**src/rtl/scan_sleep_pkg.sv**
```systemverilog
package scan_sleep_pkg;

  typedef enum logic [1:0] {
    ST_SLEEP     = 2'd0,
    ST_WAKE_SCAN = 2'd1,
    ST_SCAN      = 2'd2,
    ST_DECIDE    = 2'd3
  } scanState_e;

  // Strobes from the control FSM to the datapath
  typedef struct packed {
    logic loadTimer;     // capture the sleep setting into the timer
    logic runTimer;      // let slow ticks advance the timer
    logic captureTouch;  // register the touch flag of the finished pass
    logic clearHost;     // consume the pending host request
  } sleepStrobes_t;

endpackage

```
**src/rtl/scan_sleep_datapath.sv**
```systemverilog
module scan_sleep_datapath
  import scan_sleep_pkg::*;
#(
  parameter int TICK_W = 8
) (
  input  logic              clk,
  input  logic              rstN,
  input  sleepStrobes_t     strobes,
  input  logic              anyTouch,
  input  logic              hostAct,
  input  logic [TICK_W-1:0] sleepTicks,
  input  logic              slowTick,
  output logic              timerExpire,
  output logic              touchSeen,
  output logic              hostPending,
  output logic              sleepOff
);

  localparam logic [TICK_W-1:0] TICK_ZERO = '0;
  localparam logic [TICK_W-1:0] TICK_ONE  = TICK_W'(1);

  logic [TICK_W-1:0] tickCount;

  // The setting is sampled only at sleep entry; later changes wait for the next sleep
  always_ff @(posedge clk) begin
    if (!rstN) begin
      tickCount <= TICK_ZERO;
    end else if (strobes.loadTimer) begin
      tickCount <= sleepTicks;
    end else if (strobes.runTimer && slowTick && (tickCount != TICK_ZERO)) begin
      tickCount <= tickCount - TICK_ONE;
    end
  end

  assign timerExpire = strobes.runTimer && slowTick && (tickCount == TICK_ONE);
  assign sleepOff    = (sleepTicks == TICK_ZERO);

  always_ff @(posedge clk) begin
    if (!rstN) begin
      touchSeen <= 1'b0;
    end else if (strobes.captureTouch) begin
      touchSeen <= anyTouch;
    end
  end

  // A new strobe wins over the clear, so a request never gets lost
  always_ff @(posedge clk) begin
    if (!rstN) begin
      hostPending <= 1'b0;
    end else if (hostAct) begin
      hostPending <= 1'b1;
    end else if (strobes.clearHost) begin
      hostPending <= 1'b0;
    end
  end


  timer_nonzero_chk: assert property (@(posedge clk) disable iff (!rstN)
    strobes.runTimer |-> (tickCount != TICK_ZERO));


  host_latch_chk: assert property (@(posedge clk) disable iff (!rstN)
    hostAct |=> hostPending);

endmodule

```
**src/rtl/scan_sleep_fsm.sv**
```systemverilog
module scan_sleep_fsm
  import scan_sleep_pkg::*;
(
  input  logic          clk,
  input  logic          rstN,
  input  logic          scanDone,
  input  logic          hostAct,
  input  logic          timerExpire,
  input  logic          touchSeen,
  input  logic          hostPending,
  input  logic          sleepOff,
  output sleepStrobes_t strobes,
  output logic          scanStart,
  output logic          asleep,
  output logic          scanClkEn
);

  scanState_e state;
  scanState_e nextState;
  logic       keepScanning;

  assign keepScanning = touchSeen || hostPending || hostAct || sleepOff;

  always_comb begin
    nextState = state;
    unique case (state)
      ST_WAKE_SCAN: nextState = ST_SCAN;
      ST_SCAN:      if (scanDone) nextState = ST_DECIDE;
      ST_DECIDE:    nextState = keepScanning ? ST_WAKE_SCAN : ST_SLEEP;
      ST_SLEEP:     if (hostAct || timerExpire) nextState = ST_WAKE_SCAN;
      default:      nextState = ST_WAKE_SCAN;
    endcase
  end

  // Reset lands in the launch state, so the first pass follows power-up
  always_ff @(posedge clk) begin
    if (!rstN) begin
      state <= ST_WAKE_SCAN;
    end else begin
      state <= nextState;
    end
  end

  always_comb begin
    strobes.loadTimer    = (state == ST_DECIDE);
    strobes.runTimer     = (state == ST_SLEEP);
    strobes.captureTouch = (state == ST_SCAN) && scanDone;
    strobes.clearHost    = (state == ST_WAKE_SCAN);
  end

  assign scanStart = (state == ST_WAKE_SCAN);
  assign asleep    = (state == ST_SLEEP);
  assign scanClkEn = (state != ST_SLEEP);


  start_pulse_chk: assert property (@(posedge clk) disable iff (!rstN)
    scanStart |=> !scanStart);


  sleep_entry_chk: assert property (@(posedge clk) disable iff (!rstN)
    $rose(asleep) |-> ($past(state) == ST_DECIDE));


  touch_repeat_chk: assert property (@(posedge clk) disable iff (!rstN)
    (state == ST_DECIDE && touchSeen) |=> scanStart);


  host_wake_chk: assert property (@(posedge clk) disable iff (!rstN)
    (asleep && hostAct) |=> scanStart);


  no_sleep_off_chk: assert property (@(posedge clk) disable iff (!rstN)
    (state == ST_DECIDE && sleepOff) |=> !asleep);

endmodule

```
**src/rtl/scan_sleep_ctrl.sv**
```systemverilog
module scan_sleep_ctrl
  import scan_sleep_pkg::*;
#(
  parameter int TICK_W = 8
) (
  input  logic              clk,
  input  logic              rstN,
  input  logic              scanDone,
  input  logic              anyTouch,
  input  logic              hostAct,
  input  logic [TICK_W-1:0] sleepTicks,
  input  logic              slowTick,
  output logic              scanStart,
  output logic              asleep,
  output logic              scanClkEn
);

  sleepStrobes_t strobes;
  logic          timerExpire;
  logic          touchSeen;
  logic          hostPending;
  logic          sleepOff;

  scan_sleep_fsm u_fsm (
    .clk         (clk),
    .rstN        (rstN),
    .scanDone    (scanDone),
    .hostAct     (hostAct),
    .timerExpire (timerExpire),
    .touchSeen   (touchSeen),
    .hostPending (hostPending),
    .sleepOff    (sleepOff),
    .strobes     (strobes),
    .scanStart   (scanStart),
    .asleep      (asleep),
    .scanClkEn   (scanClkEn)
  );

  scan_sleep_datapath #(.TICK_W(TICK_W)) u_dp (
    .clk         (clk),
    .rstN        (rstN),
    .strobes     (strobes),
    .anyTouch    (anyTouch),
    .hostAct     (hostAct),
    .sleepTicks  (sleepTicks),
    .slowTick    (slowTick),
    .timerExpire (timerExpire),
    .touchSeen   (touchSeen),
    .hostPending (hostPending),
    .sleepOff    (sleepOff)
  );


  clk_gate_chk: assert property (@(posedge clk) disable iff (!rstN)
    asleep |-> !scanClkEn && !scanStart);

endmodule

```
**config.mk**
```make
export PLATFORM = sky130hd
export DESIGN_NAME = scan_sleep_ctrl
export DESIGN_NICKNAME = d
export VERILOG_FILES = /design/src/rtl/scan_sleep_pkg.sv /design/src/rtl/scan_sleep_datapath.sv /design/src/rtl/scan_sleep_fsm.sv /design/src/rtl/scan_sleep_ctrl.sv
export SDC_FILE = /design/constraint.sdc
export NUM_CORES = 1
export LEC_CHECK = 0
export BUFFER_PORTS_ARGS = -buffer_cell sky130_fd_sc_hd__buf_2
export CAP_MARGIN = 20
export CORE_ASPECT_RATIO = 0.7
export CORE_UTILIZATION = 40
export DETAILED_ROUTE_END_ITERATION = 12
export GPL_ROUTABILITY_DRIVEN = 0
export GPL_TIMING_DRIVEN = 0
export RECOVER_POWER = 100
export SYNTH_ARGS = -nofsm -noshare
export SYNTH_HDL_FRONTEND = slang
export SYNTH_SLANG_ARGS = --single-unit
```
**constraint.sdc**
```tcl
create_clock -name clk -period 2.1 [get_ports clk]
set_clock_uncertainty 0.2 [all_clocks]
set_input_delay 0.105 -clock clk [delete_from_list [all_inputs] [get_ports clk]]
set_output_delay 0.105 -clock clk [all_outputs]
set_load 0.03 [all_outputs]
```
---- Yosys cells after proc, flatten, opt, wreduce, memory -nomap -nowiden ----
Cells that the tools add are included.
Widths: inputs -> output; s select.
operators by class
  shifts and indexed selects .............. 0
  $mul .................................... 0
  div/mod/pow operators ................... 0
  equal/unequal tests ..................... 6
  add/subtract/negate cells ............... 1
  bitwise logic cells ..................... 0
  reductions and logical operators ........ 15
  mux-type cells .......................... 8
  order comparisons ....................... 0
operators by type and width
  cell                 number
  $mux 8               2
  $eq 8x1->1 const B   1
  $logic_not 8->1      1
  $pmux 2 s4           1
  $reduce_bool 8->1    1
  $sub 8x1->8 const B  1
  $reduce_bool 2->1    3
  $eq 2x2->1 const B   2
  $logic_and 1x1->1    4
  $logic_or 1x1->1     4
  $mux 2               2
  $mux 1               3
  $eq 2x1->1 const B   1
  $logic_not 2->1      1
  $ne 2x1->1 const B   1
  $ne 2x2->1 const B   1
  $reduce_and 2->1     1
storage, ports and cells
  memory bits (writable) .................. 0
  bits in latches ......................... 0
  bits in read-only memories .............. 0
  input bits .............................. 14
  register bits after elaboration ......... 12
  memories ................................ 0
  output and inout port bits .............. 3

---- Depth between registers and ports, before layout ----
Gate-level depths: netlist (run 1).
  word-level depth ........................ 6
  mapped depth ............................ 6

---- By module ----
From an unflattened synthesis (run 1), not the netlist that was laid out.
unflattened totals
  cells, all modules ...................... 95
  area, all modules ....................... 814.5 um^2
by module, submodules not included
  module               cells each  area each (um^2)  times used  seq. area each (um^2)
  scan_sleep_datapath  72          613.1             1           200.2
  scan_sleep_fsm       23          201.4             1           40.0

---- Worst setup path before layout (run 1) ----
Ideal clock, no wire load.
  path type ............................... register to register
  from .................................... register u_dp.tickCount[3]
  to ...................................... register u_fsm.state[0]
  arrival time ............................ 1.864 ns
  path slack .............................. -0.085 ns
  clock period less this slack ............ 2.185 ns
  path buffers ............................ 0
  data required time ...................... 1.778 ns
  stages on the path, launching flop included .. 5
  cells stage by stage .................... dfxtp_1 or4_4 or4_4 and2_4 a221o_1
on the way
  cells in the longest elaborated chain, start to end .. 5
ends and longest elaborated chain
  element                     RTL line                   source
  start: declaration          scan_sleep_datapath.sv:22  logic [TICK_W-1:0] tickCount;
  start signal: assignment    scan_sleep_datapath.sv:29  tickCount <= sleepTicks;
  start signal: assignment    scan_sleep_datapath.sv:31  tickCount <= tickCount - TICK_ONE;
  $eq 8x1->1                  scan_sleep_datapath.sv:35  assign timerExpire = strobes.runTimer && slowTick && (tickCount == TICK_ONE);
  $logic_and 1x1->1           scan_sleep_datapath.sv:35
  $logic_or 1x1->1            scan_sleep_fsm.sv:30       ST_SLEEP: if (hostAct || timerExpire) nextState = ST_WAKE_SCAN;
  $ne 2x1->1 (no line)        n/a
  $reduce_and 2->1 (no line)  n/a
  end signal: assignment      scan_sleep_fsm.sv:40       state <= nextState;
  end: declaration            scan_sleep_fsm.sv:18       scanState_e state;
No other way between the ends.
A chain may end at the register's enable or synchronous reset.

---- Worst setup path after layout (run 1) ----
  from .................................... register u_dp.tickCount[4]
  to ...................................... register u_fsm.state[0]
Same word-level chain as after synthesis.

==> flow_metrics.py, run 1 <==
metrics = {
    "clocking": {
        "insertion_delay_ns": 0.28,
        "cts_tree": "built",
        "cts_inserted_buffers": 3,
        "numClockSinks": 12,
        "clk_path_buf_depth": 2,
        "clkTransAtPathRegs_ns": 0.09,
        "root_buffer": "clkbuf_4",
        "htree_levels": 1,
    },
    "routing": {
        "wl_per_cell_um": 14.4,
        "vias": 836,
        "drcViolationCount": 0,
        "postRouteAntennaNets": 0,
        "first_pass_iters": 4,
        "drt_wl_total_um": 2260,
        "vias_per_cell": 5.32,
        "drt_iter0_markers": 32,
    },
    "power_and_ir_drop": {
        "power_density_nw_per_um2": 1380,
        "total_leakage_power_nw": 0.466,
        "ir_drop_uv": 798,
    },
    "timing": {
        "rsz0062_at_grt": "yes",
        "max_slew.worst_pin.slew_ns": 0.453,
        "finalCriticalPeriod_ns": 2.12,
        "setup_violations": 1,
        "final_max_slew_viol_count": 0,
        "hold_violations": 0,
        "fin_tns_setup_ns": -0.0241,
        "fin_crit_sh_pct": 101,
        "slew_headroom_pct": 69.5,
        "clock.fmax_mhz": 471,
        "fin_ws_ns": -0.0241,
    },
    "final_layout": {
        "final_nets": 157,
        "num_antenna_cells": 0,
        "area.growth.synth_to_final_pct": 44.1,
        "drive_gt1_share_pct": 25.7,
    },
    "logic_synthesis": {
        "synth_warnings": 0,
        "yosysTopAreaCellShare_pct": 31.1,
        "synth-edff-count": 0,
        "syn_area_um2": 772,
        "syn-instance-count": 97,
        "synthTopCellsByArea": "dfxtp_1, ha_1, a21oi_1",
        "yosys.area.top_type": "dfxtp_1",
        "synth-seq-area-share_pct": 31.1,
        "ys_ff_latch": 12,
        "syn-num-nets": 117,
        "synth.avg_cell_area_um2": 7.96,
        "synth_cell_type_count": 30,
        "ys.flop_type": "dfxtp_1",
        "synthArstFlopShare_pct": 0,
    },
    "grt": {
        "grt.total_usage_pct": 25.3,
        "gr-total-overflow": 0,
        "grt_first_pass_wirelength_um": 3550,
        "grt_max_degree": 11,
        "antenna_found_initial": 0,
        "grt_pass1_vias": 764,
    },
    "critical_path": {
        "cp-start-kind": "register",
        "crit_required_ns": 2.07,
        "worstPathArrival_ns": 2.09,
        "cp_num_buf_inv": 0,
        "cp.depth": 4,
        "crit_chain": "or4_4 -> or4_4 -> and2_4 -> a221o_1",
        "critPathSlowestCell": "or4_4",
        "crit_top_cell": "or4_4",
        "path_max_fanout": 2,
        "rr_worst_depth": 4,
        "path_class": "reg2reg",
        "end_kind": "register",
        "cp_top_family": "simple AND/OR/NAND/NOR gates",
        "slowest_delay_ns": 0.53,
    },
    "die": {
        "start_util_pct": 45.5,
        "die_w_um": 54.5,
        "row_count": 12,
        "io_pins": 17,
        "dieArea_um2": 2110,
        "die_h_um": 38.8,
        "core_area_um2": 1700,
    },
    "job": {
        "drv_cap": 0,
    },
    "outcome": {
        "violations": "setup timing",
        "status": "finished with violations",
    },
    "place": {
        "io_buffers": 16,
        "hpwl_um": 1480,
        "pre_cts_slack_ns": -0.114,
    },
    "min_path": {
        "holdPathStages": 4,
        "min-delay-path-class": "in2reg",
    },
}
-- per-stage QoR --
stage | cells | total power [mW] | hold WS, ns | utilization (%) | cell area (µm²)
floorplan | 97 | 0.993 | 0.0224 | - | 777
global placement | 134 | 1.15 | 0.139 | 52.1 | 883
detailed placement | 134 | 1.16 | 0.153 | 52.1 | 883
CTS | 156 | 1.46 | 0.140 | 64.5 | 1090
global route | 157 | 1.66 | 0.163 | 65.6 | 1110
finish | 157 | 1.53 | 0.152 | 65.6 | 1110
-- metal layers --
layer / wire, µm / global-route usage [%]
met1: 1070 / 33.6
met4: 38 / 8.33
met5: 0 / 0
met2: 1020 / 37.8
met3: 128 / 8.63
-- worst reg2reg max path, stage by stage (launching register included) --
cell and delay [ns]:
dfxtp_4 0.35, or4_4 0.54, or4_4 0.43, and2_4 0.16
a221o_1 0.35
-- placed cells by master, fill, tap and decap left out, types with 4 or more instances in the layout --
cell type      Yosys  layout
o21ai_0            5       5
buf_4              0       5
nor3_1             4       4
ha_1               6       4
clkbuf_1           3       6
nor2_1             6       6
dfxtp_1           12       8
a21oi_1            9       9
nand2_1            7       7
buf_2              0      13
nand3_1            4       4
inv_1             10       9
dlygate4sd3_1      0      13
-- path summary, 6_finish.rpt --
check                                      start                             end  slack (ns)
setup / recovery  u_dp.tickCount[4]$_SDFFE_PN0P_     u_fsm.state[0]$_SDFFE_PN1P_       -0.02
hold / removal                          slowTick  u_dp.tickCount[2]$_SDFFE_PN0P_        0.15
setup reg to reg  u_dp.tickCount[4]$_SDFFE_PN0P_     u_fsm.state[0]$_SDFFE_PN1P_       -0.02
hold reg to reg      u_fsm.state[1]$_SDFFE_PN0P_     u_fsm.state[1]$_SDFFE_PN0P_        0.32
-- Yosys cell counts, types with 2 or more instances --
cell,instances
ha_1,6
clkbuf_1,3
nor4_1,3
nand3_1,4
nand2_1,7
o2111ai_1,2
o211ai_1,2
nor2_1,6
nor3_1,4
o21ai_0,5
mux2i_1,2
dfxtp_1,12
o22ai_1,2
xor2_1,3
a21oi_1,9
inv_1,10
xnor2_1,2
a211oi_1,2
or4_4,2
-- registers in the layout (all words and copies together) (netlist names) --
name              count
u_dp.tickCount        8
u_fsm.state           2
u_dp.hostPending      1
u_dp.touchSeen        1
-- kinds of logic (layout without fill, tap and decap cells) --
logic type      Yosys count  count (layout)  share of synthesized area (%)
fa+ha+maj                 6               6                           9.72
flops                    12              12                           31.1
mux                       2               2                           2.59
xor+xnor                  5               5                           5.67
compound gates           25              25                           19.9
simple gates             34              34                           24.6
buf+inv                  13              52                           6.32
-- area by class of cell --
class                      instances  area [µm²]
buffer                             3        11.3
clock buffer                       4        36.3
fill                             149         584
inverter                          10        37.5
multi-input combinational         72         504
sequential                        12         248
tap                               21        26.3
timing repair buffer              35         249
-- timing repair --
action	4_1_cts	5_1_grt
pin swaps	3	0
hold buffers	13	0
setup buffers	5	1
endpoints found under the hold margin	10	0
cloned	0	0
resized for setup	4	5
setup endpoints to repair	1	3
-- power breakdown --
group          leakage (nW)  total [mW]  switching, mW  internal, mW
combinational         0.345       0.920          0.505         0.415
clock                0.0210       0.191         0.0855         0.106
sequential            0.100       0.419         0.0938         0.325
total                 0.466        1.53          0.685         0.845
(Power assumes the default switching activity.)
==> inputs of run 2 (changes only) <==
- ABC_AREA: default -> 1
- TNS_END_PERCENT: default -> 100
==> run 2 against run 1 <==
  * Register-to-register slack gained 0.14 ns
  * Non-clock buffer count down 9
  * Critical path depth grew 2
  * The run now ends clean
  * Critical path type unchanged
  * First-iteration DRC count increased by 31%
  * Combinational power increased by 16%
  * Wire length fell by 9.1%
==> flow_metrics.py, run 2 <==
metrics = {
    "logic_synthesis": {
        "yosysTopAreaCellShare_pct": 27.9,
        "synth_common_cells": "nand2_1, nor2_1, inv_1",
        "synth_warnings": 0,
        "syn-num-nets": 161,
        "yosys.area.top_type": "dfxtp_1",
        "yosysMostFrequentCell": "nand2_1",
        "syn_area_um2": 862,
        "syn-instance-count": 141,
        "ys_ff_latch": 12,
        "synth.avg_cell_area_um2": 6.11,
        "synth-edff-count": 0,
        "synthArstFlopShare_pct": 0,
        "ys.flop_type": "dfxtp_1",
        "synth-seq-area-share_pct": 27.9,
        "synthTopCellsByArea": "dfxtp_1, nand2_1, nor2_1",
        "synth_cell_type_count": 20,
    },
    "critical_path": {
        "worstSetupEndpoint": "u_dp.tickCount[6]$_SDFFE_PN0P_",
        "cp-start-kind": "register",
        "path_class": "reg2reg",
        "cp_num_buf_inv": 3,
        "slowest_delay_ns": 0.56,
        "critPathSlowestCell": "dlygate4sd3_1",
        "reg2reg_to": "u_dp.tickCount[6]$_SDFFE_PN0P_",
        "crit_chain": "ha_1 -> clkbuf_4 -> inv_1 -> o21ai_0 -> dlygate4sd3_1 -> a21oi_1",
        "crit_required_ns": 2.12,
        "crit_path_start": "u_fsm.state[0]$_SDFFE_PN1P_",
        "cp.depth": 6,
        "reg2reg_from": "u_fsm.state[0]$_SDFFE_PN1P_",
        "rr_worst_depth": 6,
        "end_kind": "register",
        "timing.reg2reg.setup_slack_ns": 0.11,
        "worstPathArrival_ns": 2.01,
        "cp_top_family": "buffers and inverters",
        "path_max_fanout": 9,
    },
    "die": {
        "dieArea_um2": 2350,
        "core_area_um2": 1940,
        "io_pins": 17,
        "die_w_um": 57.5,
        "start_util_pct": 44.5,
        "die_h_um": 40.8,
        "row_count": 13,
    },
    "power_and_ir_drop": {
        "p_total_mw": 1.68,
        "internal_power_mw": 0.815,
        "power_density_nw_per_um2": 1520,
        "power.share.sequential_pct": 24.7,
        "switching_share_pct": 51.6,
        "total_leakage_power_nw": 0.557,
        "switching_power_mw": 0.868,
        "power_frac_comb_pct": 63.8,
        "ir_drop_uv": 702,
        "power_frac_clock_pct": 11.5,
    },
    "final_layout": {
        "finish.utilization_pct": 57.3,
        "fin_area_um2": 1110,
        "largest_register": "u_dp.tickCount",
        "fill_cells": 203,
        "drive_gt1_share_pct": 14.5,
        "num_antenna_cells": 0,
        "final_nets": 194,
        "final_cell_mix": "nand2_1, nor2_1, inv_1, buf_2",
        "regArea_um2": 240,
        "largest_reg_flops": 8,
        "multi_input_area_um2": 505,
        "top_regs": "u_dp.tickCount (8), u_fsm.state (2)",
        "area.growth.synth_to_final_pct": 28.6,
        "final_common_cell": "nand2_1",
    },
    "routing": {
        "vias_per_cell": 4.69,
        "drt_wl_total_um": 2050,
        "first_pass_iters": 4,
        "drt_iter0_markers": 42,
        "postRouteAntennaNets": 0,
        "drcViolationCount": 0,
        "wl_per_cell_um": 10.5,
        "vias": 914,
    },
    "grt": {
        "gr-total-overflow": 0,
        "grt_pass1_vias": 686,
        "antenna_found_initial": 0,
        "grt_max_degree": 11,
        "grt.total_usage_pct": 19.4,
        "grt_first_pass_wirelength_um": 3080,
    },
    "place": {
        "pre_cts_slack_ns": 0.453,
        "hpwl_um": 1570,
        "place_area_um2": 970,
        "io_buffers": 16,
    },
    "clocking": {
        "cts_inserted_buffers": 3,
        "root_buffer": "clkbuf_4",
        "clk_path_buf_depth": 2,
        "numClockSinks": 12,
        "cts_tree": "built",
        "post_cts_resized": 0,
        "htree_levels": 1,
        "clkTransAtPathRegs_ns": 0.08,
        "insertion_delay_ns": 0.29,
    },
    "timing": {
        "final_max_slew_viol_count": 0,
        "fin_crit_sh_pct": 94.6,
        "fin_tns_setup_ns": 0,
        "fin_ws_ns": 0.113,
        "rsz0062_at_grt": "no",
        "clock.fmax_mhz": 503,
        "finalCriticalPeriod_ns": 1.99,
        "hold_violations": 0,
        "max_slew.worst_pin.slew_ns": 0.379,
        "slew_headroom_pct": 74.5,
        "setup_violations": 0,
    },
    "outcome": {
        "status": "finished, final reports clean",
    },
    "job": {
        "drv_cap": 0,
    },
    "min_path": {
        "min-delay-path-class": "in2reg",
        "holdPathStages": 3,
    },
}
[run 2: worst min-delay path by stage]
stage	startpoint	endpoint
CTS	sleepTicks[4]	u_dp.tickCount[4]$_SDFFE_PN0P_
finish	sleepTicks[4]	u_dp.tickCount[4]$_SDFFE_PN0P_
global placement	hostAct	u_dp.hostPending$_SDFFE_PN0P_
detailed placement	hostAct	u_dp.hostPending$_SDFFE_PN0P_
floorplan	hostAct	u_dp.hostPending$_SDFFE_PN0P_
global route	sleepTicks[4]	u_dp.tickCount[4]$_SDFFE_PN0P_
[run 2: timing repair]
| action | 4_1_cts | 5_1_grt |
|---|---|---|
| hold endpoints to repair | 10 | 0 |
| hold buffers | 12 | 0 |
| buffers inserted | 0 | 0 |
[run 2: final cells by class]
| type | instances | share of cell area [%] |
|---|---|---|
| Buffer | 1 | 0.677 |
| Timing Repair Buffer | 28 | 17.7 |
| Inverter | 25 | 8.58 |
| Tap cell | 22 | 2.48 |
| Clock buffer | 4 | 3.27 |
| Multi-Input combinational cell | 103 | 45.6 |
| Sequential cell | 12 | 21.7 |
[run 2: power groups by stage]
stage | logic (mW) | registers (mW) | clock network (mW)
global route | 1.24 | 0.428 | 0.208
global placement | 1.08 | 0.421 | 0
CTS | 1.13 | 0.415 | 0.202
floorplan | 0.911 | 0.395 | 0
finish | 1.07 | 0.416 | 0.193
detailed placement | 1.10 | 0.419 | 0
[run 2: per-layer routing]
metal / vias to the layer above / GRT usage [%] / wire [µm]
li1: 500 / - / -
met1: 394 / 27.1 / 1160
met2: 16 / 26.2 / 770
met3: 4 / 5.68 / 83
met4: 0 / 11.0 / 43
met5: - / 0 / 0
[run 2: cells by family after synthesis]
| group | count (synthesis) | share of synthesized area [%] |
|---|---|---|
| AO/OA/AOI/OAI | 19 | 12.3 |
| XOR/XNOR | 2 | 2.03 |
| adder cells (fa/ha/maj) | 6 | 8.71 |
| buffers and inverters | 26 | 11.9 |
| flip-flops | 12 | 27.9 |
| AND/OR/NAND/NOR | 76 | 37.2 |
[run 2: per-stage QoR]
| step | instances | hold slack [ns] |
|---|---|---|
| 5_1_grt | 195 | 0.0336 |
| 2_1_floorplan | 141 | 0.0224 |
| 3_3_place_gp | 179 | 0.156 |
| 6_report | 195 | 0.0135 |
| 4_1_cts | 195 | 0.00976 |
| 3_5_place_dp | 179 | 0.173 |
[run 2: tightest hold or removal path: cells and delay by family]
kind,cells,cell delay (ns)
simple gates,1,0.06
buf+inv,1,0.11
compound gates,1,0.19
==> inputs of run 3 (changes only) <==
- SYNTH_HIERARCHICAL: default -> 1
==> run 3 against run 2 <==
  * Setup slack improved by 0.073 ns
  * Design area grew 0.79%
  * Critical path type unchanged
  * Wire length rose by 10%
  * Highest routed layer unchanged
  * Final cell count up 6.7%
  * Die area increased by 7.2%
  * Clock power fell by 24%
==> flow_metrics.py, run 3 <==
metrics = {
    "logic_synthesis": {
        "yosys.area.top_type": "dfxtp_1",
        "ys_ff_latch": 12,
        "syn-instance-count": 151,
        "synth_warnings": 6,
        "synthTopCellsByArea": "dfxtp_1, nand2_1, nand3_1",
        "syn-num-nets": 171,
        "synth_cell_type_count": 21,
        "ys.flop_type": "dfxtp_1",
        "synth.avg_cell_area_um2": 6.14,
        "syn_area_um2": 927,
        "synth-seq-area-share_pct": 25.9,
        "yosysTopAreaCellShare_pct": 25.9,
        "yosysMostFrequentCell": "nand2_1",
        "synthArstFlopShare_pct": 0,
        "synth-edff-count": 0,
        "synth_common_cells": "nand2_1, inv_1, nand3_1, nor2_1, dfxtp_1",
    },
    "critical_path": {
        "cp_top_family": "simple AND/OR/NAND/NOR gates",
        "crit_required_ns": 2.06,
        "cp-start-kind": "register",
        "critPathSlowestCell": "dfxtp_1",
        "end_kind": "register",
        "path_class": "reg2reg",
        "path_max_fanout": 6,
        "cp_num_buf_inv": 3,
        "crit_chain": "inv_1 -> ha_1 -> nand2_1 -> inv_1 -> nand2_4 -> nand2_4 -> nand2_1 -> clkinv_4 -> nand2_1 -> a21oi_1",
        "crit_top_cell": "nand2_1",
        "worstPathArrival_ns": 1.87,
        "slowest_delay_ns": 0.38,
    },
    "clocking": {
        "htree_levels": 1,
        "clk_path_buf_depth": 2,
        "numClockSinks": 12,
        "clkTransAtPathRegs_ns": 0.08,
        "insertion_delay_ns": 0.27,
        "root_buffer": "clkbuf_4",
        "cts_setup_buffers": 0,
        "cts_tree": "built",
        "cts_inserted_buffers": 3,
    },
    "grt": {
        "grt.total_usage_pct": 21.4,
        "grt_first_pass_wirelength_um": 3910,
        "gr-total-overflow": 0,
        "antenna_found_initial": 0,
        "grt_pass1_vias": 886,
        "grt_max_degree": 11,
    },
    "final_layout": {
        "drive_gt1_share_pct": 16.5,
        "largest_register": "u_dp/tickCount",
        "area.growth.synth_to_final_pct": 20.5,
        "largest_reg_flops": 8,
        "fin_area_um2": 1120,
        "fill_cells": 239,
        "regArea_um2": 241,
        "multi_input_area_um2": 559,
        "final_nets": 198,
        "final_cell_mix": "nand2_1, inv_1, nor2_1, nand3_1, buf_2",
        "top_regs": "u_dp/tickCount (8), u_fsm/state (2)",
        "num_antenna_cells": 0,
        "final_common_cell": "nand2_1",
    },
    "job": {
        "drv_cap": 0,
    },
    "power_and_ir_drop": {
        "ir_drop_uv": 533,
        "power_density_nw_per_um2": 1640,
        "total_leakage_power_nw": 0.596,
    },
    "routing": {
        "wl_per_cell_um": 10.9,
        "vias": 976,
        "drt_wl_total_um": 2270,
        "drt_iter0_markers": 54,
        "drcViolationCount": 0,
        "postRouteAntennaNets": 0,
        "vias_per_cell": 4.69,
        "first_pass_iters": 4,
    },
    "place": {
        "hpwl_um": 1790,
        "place_area_um2": 1050,
        "io_buffers": 16,
    },
    "die": {
        "row_count": 14,
        "core_area_um2": 2170,
        "io_pins": 17,
        "die_h_um": 42.3,
        "dieArea_um2": 2520,
        "start_util_pct": 42.7,
        "die_w_um": 59.5,
    },
    "min_path": {
        "min-delay-path-class": "in2reg",
    },
    "timing": {
        "max_slew.worst_pin.slew_ns": 0.380,
        "fin_tns_setup_ns": 0,
        "fin_crit_sh_pct": 91.1,
        "finalCriticalPeriod_ns": 1.91,
        "hold_violations": 0,
        "setup_violations": 0,
        "slew_headroom_pct": 74.8,
        "rsz0062_at_grt": "no",
        "clock.fmax_mhz": 522,
        "final_max_slew_viol_count": 0,
    },
    "outcome": {
        "status": "finished, final reports clean",
    },
}
## run 3: cell count changes after synthesis, sizes merged, moves of 2 or more
cell / change
nor4: +2
o21ai: -4
nor2: -5
a21oi: -2
nor3: -2
nand2: +14
nand3: +4
## run 3: area by class of cell
cell class,count,area share [%]
Sequential cell,12,21.6
Multi-Input combinational cell,111,50.1
Timing Repair Buffer,22,12.2
Inverter,25,8.85
Buffer,3,1.68
Clock buffer,3,2.02
Tap cell,32,3.58
## run 3: metrics by stage
| stage | setup slack [ns] | power (mW) | cells | hold WS [ns] | utilization (%) |
|---|---|---|---|---|---|
| finish | 0.186 | 1.83 | 208 | 0.0127 | 51.4 |
| global route | 0.00741 | 2.05 | 208 | 0.0184 | 51.4 |
| CTS | 0.161 | 1.88 | 208 | 0.00187 | 52.0 |
| detailed placement | 0.180 | 1.71 | 199 | 0.149 | 48.2 |
| global placement | 0.264 | 1.67 | 199 | 0.142 | 48.2 |
| floorplan | 0.166 | 1.46 | 151 | 0.00263 | - |
## run 3: worst register-to-register path: stages (launching register included)
cell	delay, ns
dfxtp_1	0.38
inv_1	0.12
ha_1	0.30
nand2_1	0.15
inv_1	0.08
nand2_4	0.08
nand2_4	0.06
nand2_1	0.20
clkinv_4	0.10
nand2_1	0.07
a21oi_1	0.06
## run 3: path summary, 6_finish.rpt
check,depth (start not counted),slack [ns],to,from
min,5,0.01,u_dp/tickCount[3]$_SDFFE_PN0P_,sleepTicks[3]
max,10,0.19,u_dp/tickCount[0]$_SDFFE_PN0P_,u_dp/tickCount[0]$_SDFFE_PN0P_
min reg2reg,2,0.29,u_dp/tickCount[1]$_SDFFE_PN0P_,u_dp/tickCount[1]$_SDFFE_PN0P_
max reg2reg,10,0.19,u_dp/tickCount[0]$_SDFFE_PN0P_,u_dp/tickCount[0]$_SDFFE_PN0P_
## run 3: power by group
group / total, mW / leakage [nW] / switching [mW] / internal (mW)
registers: 0.424 / 0.0986 / 0.104 / 0.320
clock network: 0.146 / 0.0138 / 0.0792 / 0.0664
logic: 1.26 / 0.484 / 0.796 / 0.465
## run 3: per-layer routing
| layer | vias to the layer above | track usage (%) | part of all wire, % |
|---|---|---|---|
| met5 | - | 0 | 0 |
| met4 | 0 | 4.19 | 0.57 |
| met3 | 2 | 6.48 | 4.7 |
| met2 | 23 | 30.8 | 42 |
| met1 | 432 | 31.3 | 52 |
| li1 | 519 | - | - |
## run 3: cell families after synthesis
kind of cell	synth area share [%]
simple gates	44.9
flops	25.9
compound gates	7.42
xor+xnor	0.945
buf+inv	12.7
fa+ha+maj	8.10
## run 3: what timing repair did
| action | CTS | global route |
|---|---|---|
| endpoints found under the setup margin | 0 | 1 |
| hold buffers | 6 | 0 |
| resized for setup | 0 | 1 |
| hold endpoints to repair | 6 | 0 |
